--- config.mk ---
export PLATFORM = sky130hd
export DESIGN_NAME = nand_cmd_front
export DESIGN_NICKNAME = d
export VERILOG_FILES = /design/src/rtl/nand_cmd_pkg.sv /design/src/rtl/nand_cmd_decode.sv /design/src/rtl/nand_cmd_track.sv /design/src/rtl/nand_cmd_status.sv /design/src/rtl/nand_cmd_front.sv
export SDC_FILE = /design/constraint.sdc
export NUM_CORES = 1
export LEC_CHECK = 0
export ABC_AREA = 1
export ABC_CLOCK_PERIOD_IN_PS = 2070
export BUFFER_PORTS_ARGS = -buffer_cell sky130_fd_sc_hd__buf_2
export CAP_MARGIN = 25
export CORE_MARGIN = 1
export CORE_UTILIZATION = 33
export DETAILED_ROUTE_END_ITERATION = 8
export PLACE_DENSITY = 0.75
export REMOVE_ABC_BUFFERS = 1
export SETUP_SLACK_MARGIN = 0.05
export SYNTH_ARGS = -nofsm -noshare
export SYNTH_HDL_FRONTEND = slang
export SYNTH_SLANG_ARGS = --single-unit
--- constraint.sdc ---
create_clock -name clk -period 2.07 [get_ports clk]
set_input_delay 0.207 -clock clk [delete_from_list [all_inputs] [get_ports clk]]
set_output_delay 0.207 -clock clk [all_outputs]
set_load 0.05 [all_outputs]
--- src/rtl/nand_cmd_pkg.sv ---
package nand_cmd_pkg;

  localparam int WORD_W = 32;
  localparam int OPC_W  = 8;
  localparam int DEV_W  = 2;
  localparam int LEN_W  = 10;

  // Bit positions in the register word (decoded by software, so fixed).
  localparam int B_GO     = 31;
  localparam int B_IRQREQ = 30;
  localparam int B_OPC_LO = 16;
  localparam int B_BUF    = 14;
  localparam int B_DEV_LO = 12;
  localparam int B_ECC    = 11;
  localparam int B_MULTI  = 10;
  localparam int B_LEN_LO = 0;

  // Read-side positions.
  localparam int R_BUSY = 31;
  localparam int R_SGL  = 11;
  localparam int R_DBL  = 10;

  typedef struct packed {
    logic [OPC_W-1:0] opcode;
    logic             buf_sel;
    logic [DEV_W-1:0] dev_sel;
    logic             ecc_en;
    logic             multi;
    logic [LEN_W-1:0] len;
  } cmd_desc_t;

  function automatic cmd_desc_t word_to_desc(input logic [WORD_W-1:0] w);
    cmd_desc_t d;
    d.opcode  = w[B_OPC_LO +: OPC_W];
    d.buf_sel = w[B_BUF];
    d.dev_sel = w[B_DEV_LO +: DEV_W];
    d.ecc_en  = w[B_ECC];
    d.multi   = w[B_MULTI];
    d.len     = w[B_LEN_LO +: LEN_W];
    return d;
  endfunction

  function automatic logic [WORD_W-1:0] status_word(input logic busy,
                                                    input logic sgl,
                                                    input logic dbl);
    logic [WORD_W-1:0] w;
    w         = '0;
    w[R_BUSY] = busy;
    w[R_SGL]  = sgl;
    w[R_DBL]  = dbl;
    return w;
  endfunction

endpackage

--- src/rtl/nand_cmd_decode.sv ---
module nand_cmd_decode
  import nand_cmd_pkg::*;
(
  input  logic              wr_en,
  input  logic [WORD_W-1:0] wr_data,
  input  logic              busy,
  output logic              launch_evt,
  output logic              blocked_evt,
  output logic              zero_wr_evt,
  output logic              want_irq,
  output cmd_desc_t         desc
);

  logic go_bit;

  always_comb begin
    go_bit      = wr_en && wr_data[B_GO];
    launch_evt  = go_bit && !busy;
    blocked_evt = go_bit && busy;
    zero_wr_evt = wr_en && (wr_data == '0);
    want_irq    = wr_data[B_IRQREQ];
    desc        = word_to_desc(wr_data);
  end

endmodule

--- src/rtl/nand_cmd_track.sv ---
module nand_cmd_track
  import nand_cmd_pkg::*;
(
  input  logic      clk,
  input  logic      rst_n,
  input  logic      launch_evt,
  input  logic      blocked_evt,
  input  cmd_desc_t desc_in,
  input  logic      want_irq,
  input  logic      seq_done,
  output logic      busy,
  output logic      start,
  output cmd_desc_t desc_q,
  output logic      irq_req_q,
  output logic      done_evt
);

  assign done_evt = busy && seq_done;

  always_ff @(posedge clk) begin
    if (!rst_n) begin
      busy      <= 1'b0;
      start     <= 1'b0;
      desc_q    <= '0;
      irq_req_q <= 1'b0;
    end else begin
      start <= launch_evt;
      if (launch_evt) begin
        busy      <= 1'b1;
        desc_q    <= desc_in;
        irq_req_q <= want_irq;
      end else if (done_evt) begin
        busy <= 1'b0;
      end
    end
  end

  // start lasts one cycle
  a_r2_start_one_cycle: assert property (@(posedge clk) disable iff (!rst_n)
    start |=> !start);
  // launch attempt while busy gives no start and keeps descriptor
  a_r3_busy_blocks: assert property (@(posedge clk) disable iff (!rst_n)
    blocked_evt |=> (!start && $stable(desc_q)));
  // busy drops after done
  a_r4_busy_falls: assert property (@(posedge clk) disable iff (!rst_n)
    done_evt |=> !busy);
  // busy is high whenever start is
  a_r2_busy_with_start: assert property (@(posedge clk) disable iff (!rst_n)
    start |-> busy);

endmodule

--- src/rtl/nand_cmd_status.sv ---
module nand_cmd_status
  import nand_cmd_pkg::*;
(
  input  logic clk,
  input  logic rst_n,
  input  logic launch_evt,
  input  logic done_evt,
  input  logic ecc_q,
  input  logic irq_req_q,
  input  logic zero_wr_evt,
  input  logic in_sgl,
  input  logic in_dbl,
  output logic err_sgl,
  output logic err_dbl,
  output logic irq
);

  logic load_err;
  logic irq_set;

  assign load_err = done_evt && ecc_q;
  assign irq_set  = done_evt && irq_req_q;

  always_ff @(posedge clk) begin
    if (!rst_n) begin
      err_sgl <= 1'b0;
      err_dbl <= 1'b0;
    end else if (launch_evt) begin
      err_sgl <= 1'b0;
      err_dbl <= 1'b0;
    end else if (load_err) begin
      err_sgl <= in_sgl;
      err_dbl <= in_dbl;
    end
  end

  always_ff @(posedge clk) begin
    if (!rst_n)           irq <= 1'b0;
    else if (irq_set)     irq <= 1'b1;
    else if (zero_wr_evt) irq <= 1'b0;
  end

  // zero write without a coinciding set clears irq
  a_r7_zero_clears: assert property (@(posedge clk) disable iff (!rst_n)
    (zero_wr_evt && !irq_set) |=> !irq);
  // irq holds until a zero write
  a_r6_irq_holds: assert property (@(posedge clk) disable iff (!rst_n)
    (irq && !zero_wr_evt) |=> irq);
  // done wins over a simultaneous clear
  a_r9_set_priority: assert property (@(posedge clk) disable iff (!rst_n)
    irq_set |=> irq);
  // flags stay put without done or launch
  a_r5_flags_stable: assert property (@(posedge clk) disable iff (!rst_n)
    (!launch_evt && !done_evt) |=> ($stable(err_sgl) && $stable(err_dbl)));
  // irq only rises on a requested completion
  a_r6_rise_cause: assert property (@(posedge clk) disable iff (!rst_n)
    $rose(irq) |-> $past(irq_set));

endmodule

--- src/rtl/nand_cmd_front.sv ---
module nand_cmd_front
  import nand_cmd_pkg::*;
(
  input  logic              clk,
  input  logic              rst_n,
  input  logic              reg_wr_en,
  input  logic [WORD_W-1:0] reg_wr_data,
  output logic [WORD_W-1:0] reg_rd_data,
  output logic              seq_start,
  output logic [OPC_W-1:0]  seq_opcode,
  output logic              seq_buf_sel,
  output logic [DEV_W-1:0]  seq_dev_sel,
  output logic              seq_ecc_en,
  output logic              seq_multi,
  output logic [LEN_W-1:0]  seq_len,
  input  logic              seq_done,
  input  logic              seq_err_single,
  input  logic              seq_err_double,
  output logic              irq
);

  logic      launch_evt, blocked_evt, zero_wr_evt, want_irq;
  logic      busy, irq_req_q, done_evt, err_sgl, err_dbl;
  cmd_desc_t desc_w, desc_q;

  nand_cmd_decode u_dec (
    .wr_en       (reg_wr_en),
    .wr_data     (reg_wr_data),
    .busy        (busy),
    .launch_evt  (launch_evt),
    .blocked_evt (blocked_evt),
    .zero_wr_evt (zero_wr_evt),
    .want_irq    (want_irq),
    .desc        (desc_w)
  );

  nand_cmd_track u_trk (
    .clk         (clk),
    .rst_n       (rst_n),
    .launch_evt  (launch_evt),
    .blocked_evt (blocked_evt),
    .desc_in     (desc_w),
    .want_irq    (want_irq),
    .seq_done    (seq_done),
    .busy        (busy),
    .start       (seq_start),
    .desc_q      (desc_q),
    .irq_req_q   (irq_req_q),
    .done_evt    (done_evt)
  );

  nand_cmd_status u_sts (
    .clk         (clk),
    .rst_n       (rst_n),
    .launch_evt  (launch_evt),
    .done_evt    (done_evt),
    .ecc_q       (desc_q.ecc_en),
    .irq_req_q   (irq_req_q),
    .zero_wr_evt (zero_wr_evt),
    .in_sgl      (seq_err_single),
    .in_dbl      (seq_err_double),
    .err_sgl     (err_sgl),
    .err_dbl     (err_dbl),
    .irq         (irq)
  );

  assign reg_rd_data = status_word(busy, err_sgl, err_dbl);
  assign seq_opcode  = desc_q.opcode;
  assign seq_buf_sel = desc_q.buf_sel;
  assign seq_dev_sel = desc_q.dev_sel;
  assign seq_ecc_en  = desc_q.ecc_en;
  assign seq_multi   = desc_q.multi;
  assign seq_len     = desc_q.len;

  // flags are clear when a command starts
  a_r5_clear_at_start: assert property (@(posedge clk) disable iff (!rst_n)
    seq_start |-> (!reg_rd_data[R_SGL] && !reg_rd_data[R_DBL]));
  // nonzero write without go bit starts nothing
  a_r8_no_go_no_start: assert property (@(posedge clk) disable iff (!rst_n)
    (reg_wr_en && !reg_wr_data[B_GO]) |=> !seq_start);

endmodule

==> impl_metrics.csv <==
group,metric,value,unit
setup_path,critical_path.startpoint,"u_trk.busy",
synthesis,synth.lib_cells_used.distinct,19,
clocking,cts_tree,"yes",
power_and_ir_drop,power.total,1.46,mW
clocking,cts_setup_buffers,0,
clocking,clock_tree.buffer_depth,2,
route,detail_route.first_pass.iterations,4,
route,drt_iter0_markers,84,
global_routing,antenna_found_initial,0,
setup_path,timing.reg2reg.worst_path_depth,5,
die,initial_core_utilization,35.1,%
sta,hold_viol_final,0,
placed_design,port-buffer-count,65,
setup_path,worst_ep_required_time,2.23,ns
final_layout,synthToLayoutAreaGrowth,22.1,%
setup_path,rrSetupSlack,0.82,ns
synthesis,synth_xor_area_share,0,%
sta,unrepaired_setup_endpoints_after_global_routing,"false",
setup_path,worstPathArrival,1.41,ns
global_routing,via_count_of_the_first_global_routing_pass,1022,
setup_path,endpoint_kind,"flop",
synthesis,synth-seq-area-share,40.1,%
synthesis,synth-compound-area-share,7.79,%
placed_design,placedCellCount,296,
die,rows,23,
setup_path,crit-reg2reg-capture,"u_trk.desc_q[9]",
die,die_h,68.2,um
sta,report.final.setup_viol,0,
die,boundary_pins,95,
min_path,worstHoldPathType,"input port to flop",
min_path,hold_path_depth,3,
sta,fin_tns_setup,0,ns
route,route.detailed.vias_per_inst,4.22,
synthesis,yosys-top-cells-area,"dfxtp_1 40%, buf_4 17%, nand2_1 11%, nand3_1 9.0%, o21ai_2 6.1%",
min_path,worst_hold_startpoint,"reg_wr_data[0]",
route,drc,0,
route,average_wire_length_per_cell_after_detail_routing,10.2,um
die,die_outline_area,0.00465,mm2
route,num_vias,1283,
final_layout,nets,291,
sta,max_freq,0.801,GHz
clocking,cts-root-buf,"clkbuf_8",
global_routing,grt_pass1_wl,4.52,mm
synthesis,mappedNetlistArea,0.00145,mm2
final_layout,insertedDiodeCount,0,
synthesis,yosys_warnings,0,
final_layout,final_util,42.9,%
setup_path,crit_type,"flop to flop",
route,finalWirelength,3.11,mm
synthesis,synth-simple-area-share,28.0,%
synthesis,synthDominantCellAreaShare,40.1,%
die,core_box_area,0.00412,mm2
synthesis,synth_async_sr_flop_share,0,%
synthesis,post_synth_most_frequent_cells,"44 x nand2_1, 33 x buf_4, 29 x dfxtp_1",
synthesis,most_repeated_cell_in_the_gate_level_netlist_after_synthesis,"nand2_1",
synthesis,yosys.area_share.adder,0,%
outcome,run_status,"completed",
global_routing,groute.usage.overall,13.7,%
min_path,hold-path-endpoint,"u_trk.desc_q[0]",
sta,clock_skew,0.00550,ns
setup_path,critPathMaxFanout,26,
synthesis,synthesis.area_per_instance,7.57,um2
power_and_ir_drop,p_leak,0.989,nW
placed_design,gp_congestion,0.694,
synthesis,synth_edf_count,0,
power_and_ir_drop,power.ir.vdd_worst,0.313,mV
global_routing,pin_count_of_the_biggest_net_entering_global_routing,27,
clocking,cts_htree_levels,2,
clocking,path_clk_slew,0.06,ns
clocking,clock_sink_count,29,
clocking,clk-insertion-delay-late,0.28,ns
global_routing,global_route.overflow_total,0,
synthesis,synthCells,191,
synthesis,post-synth-top-area-cell,"dfxtp_1",
synthesis,post_synth_mux_area_share,0,%
power_and_ir_drop,power-per-cell-area,825,mW/mm2
setup_path,rr_startpoint,"u_trk.busy",
clocking,post_cts.resized_instances,0,
clocking,cts.hold.buffers_added,0,
final_layout,drive_gt1_share,35.0,%
sta,slew_viol_final,0,
final_layout,final_cell_count_no_fill,304,
setup_path,start_kind,"flop",
synthesis,synth_top_family_by_area,"simple AND/OR/NAND/NOR gates",
placed_design,dp.final_hpwl,2.35,mm
clocking,clock_buffer_count_from_cts,5,
sta,finalWorstPathRequiredPeriod,1.25,ns
route,drt.antenna.violating_nets,0,
synthesis,yosys_register_bits,29,
run,drv.max_cap_violation_count,0,
die,die_w,68.2,um
sta,timing.final.crit_share,60.3,%
synthesis,synthFlopType,"dfxtp_1",
==> sequential cells by signal, indices dropped and copies added (netlist names) <==
signal           cells
u_sts.err_dbl        1
u_sts.err_sgl        1
u_sts.irq            1
u_trk.busy           1
u_trk.desc_q        23
u_trk.irq_req_q      1
u_trk.start          1
==> worst max-delay path, stage by stage (launching register included) <==
cell     delay [ns]
dfxtp_1        0.41
nor2_4         0.07
inv_4          0.23
nor2_8         0.10
inv_2          0.24
o21ai_1        0.09
==> cell families (layout without fill, tap and decap cells) <==
logic type	Yosys count	count (layout)
DFF	29	29
other	1	29
and+or+nand+nor	91	91
buffers and inverters	55	90
AOI/OAI and AO/OA	15	15
==> worst max-delay path by stage <==
stage | end | slack [ns]
after floorplan | u_trk.desc_q[9] | 0.63
after global placement | u_trk.desc_q[9] | 0.83
after detailed placement | u_trk.desc_q[9] | 0.80
after CTS | u_trk.desc_q[9] | 0.81
after global routing | u_trk.desc_q[9] | 0.73
final | u_trk.desc_q[9] | 0.82
==> placed cells by master (no fill, tap or decap), drive strengths merged <==
master,count
dfxtp,29
o21ai,11
nand4,2
nand3,26
a21oi,4
or2,1
clkinv,1
inv,16
nor2,18
buf,66
conb,29
clkbuf,7
nand2,44
==> routing by layer <==
layer  GRT usage (%)  routed length (um)  vias up
met3            6.00                 308        4
li1                -                   -      660
met2            20.3                1380       74
met5               0                   0        -
met1            17.0                1390      545
met4            5.47                  35        0
==> area by class of cell <==
type | instances | area, um2
fill | 435 | 2350
clock inverter | 1 | 5.00
sequential | 29 | 581
tap | 50 | 62.6
multi-input combinational | 135 | 627
clock buffer | 7 | 96.3
inverter | 16 | 62.6
timing repair buffer | 66 | 333
==> power breakdown <==
group	leakage (nW)	switching [mW]	internal, mW
registers	0.237	0.0144	0.584
logic	0.699	0.278	0.0650
clock network	0.0542	0.215	0.300
total	0.989	0.507	0.949
==> per-stage QoR <==
| stage | setup WS [ns] | area [um2] | hold slack, ns |
|---|---|---|---|
| 6_report | 0.822 | 1770 | 0.135 |
| 2_1_floorplan | 0.630 | 1270 | 0.310 |
| 3_3_place_gp | 0.826 | 1670 | 0.415 |
| 5_1_grt | 0.734 | 1770 | 0.143 |
| 4_1_cts | 0.808 | 1770 | 0.126 |
| 3_5_place_dp | 0.805 | 1670 | 0.419 |
(Power assumes the default switching activity.)
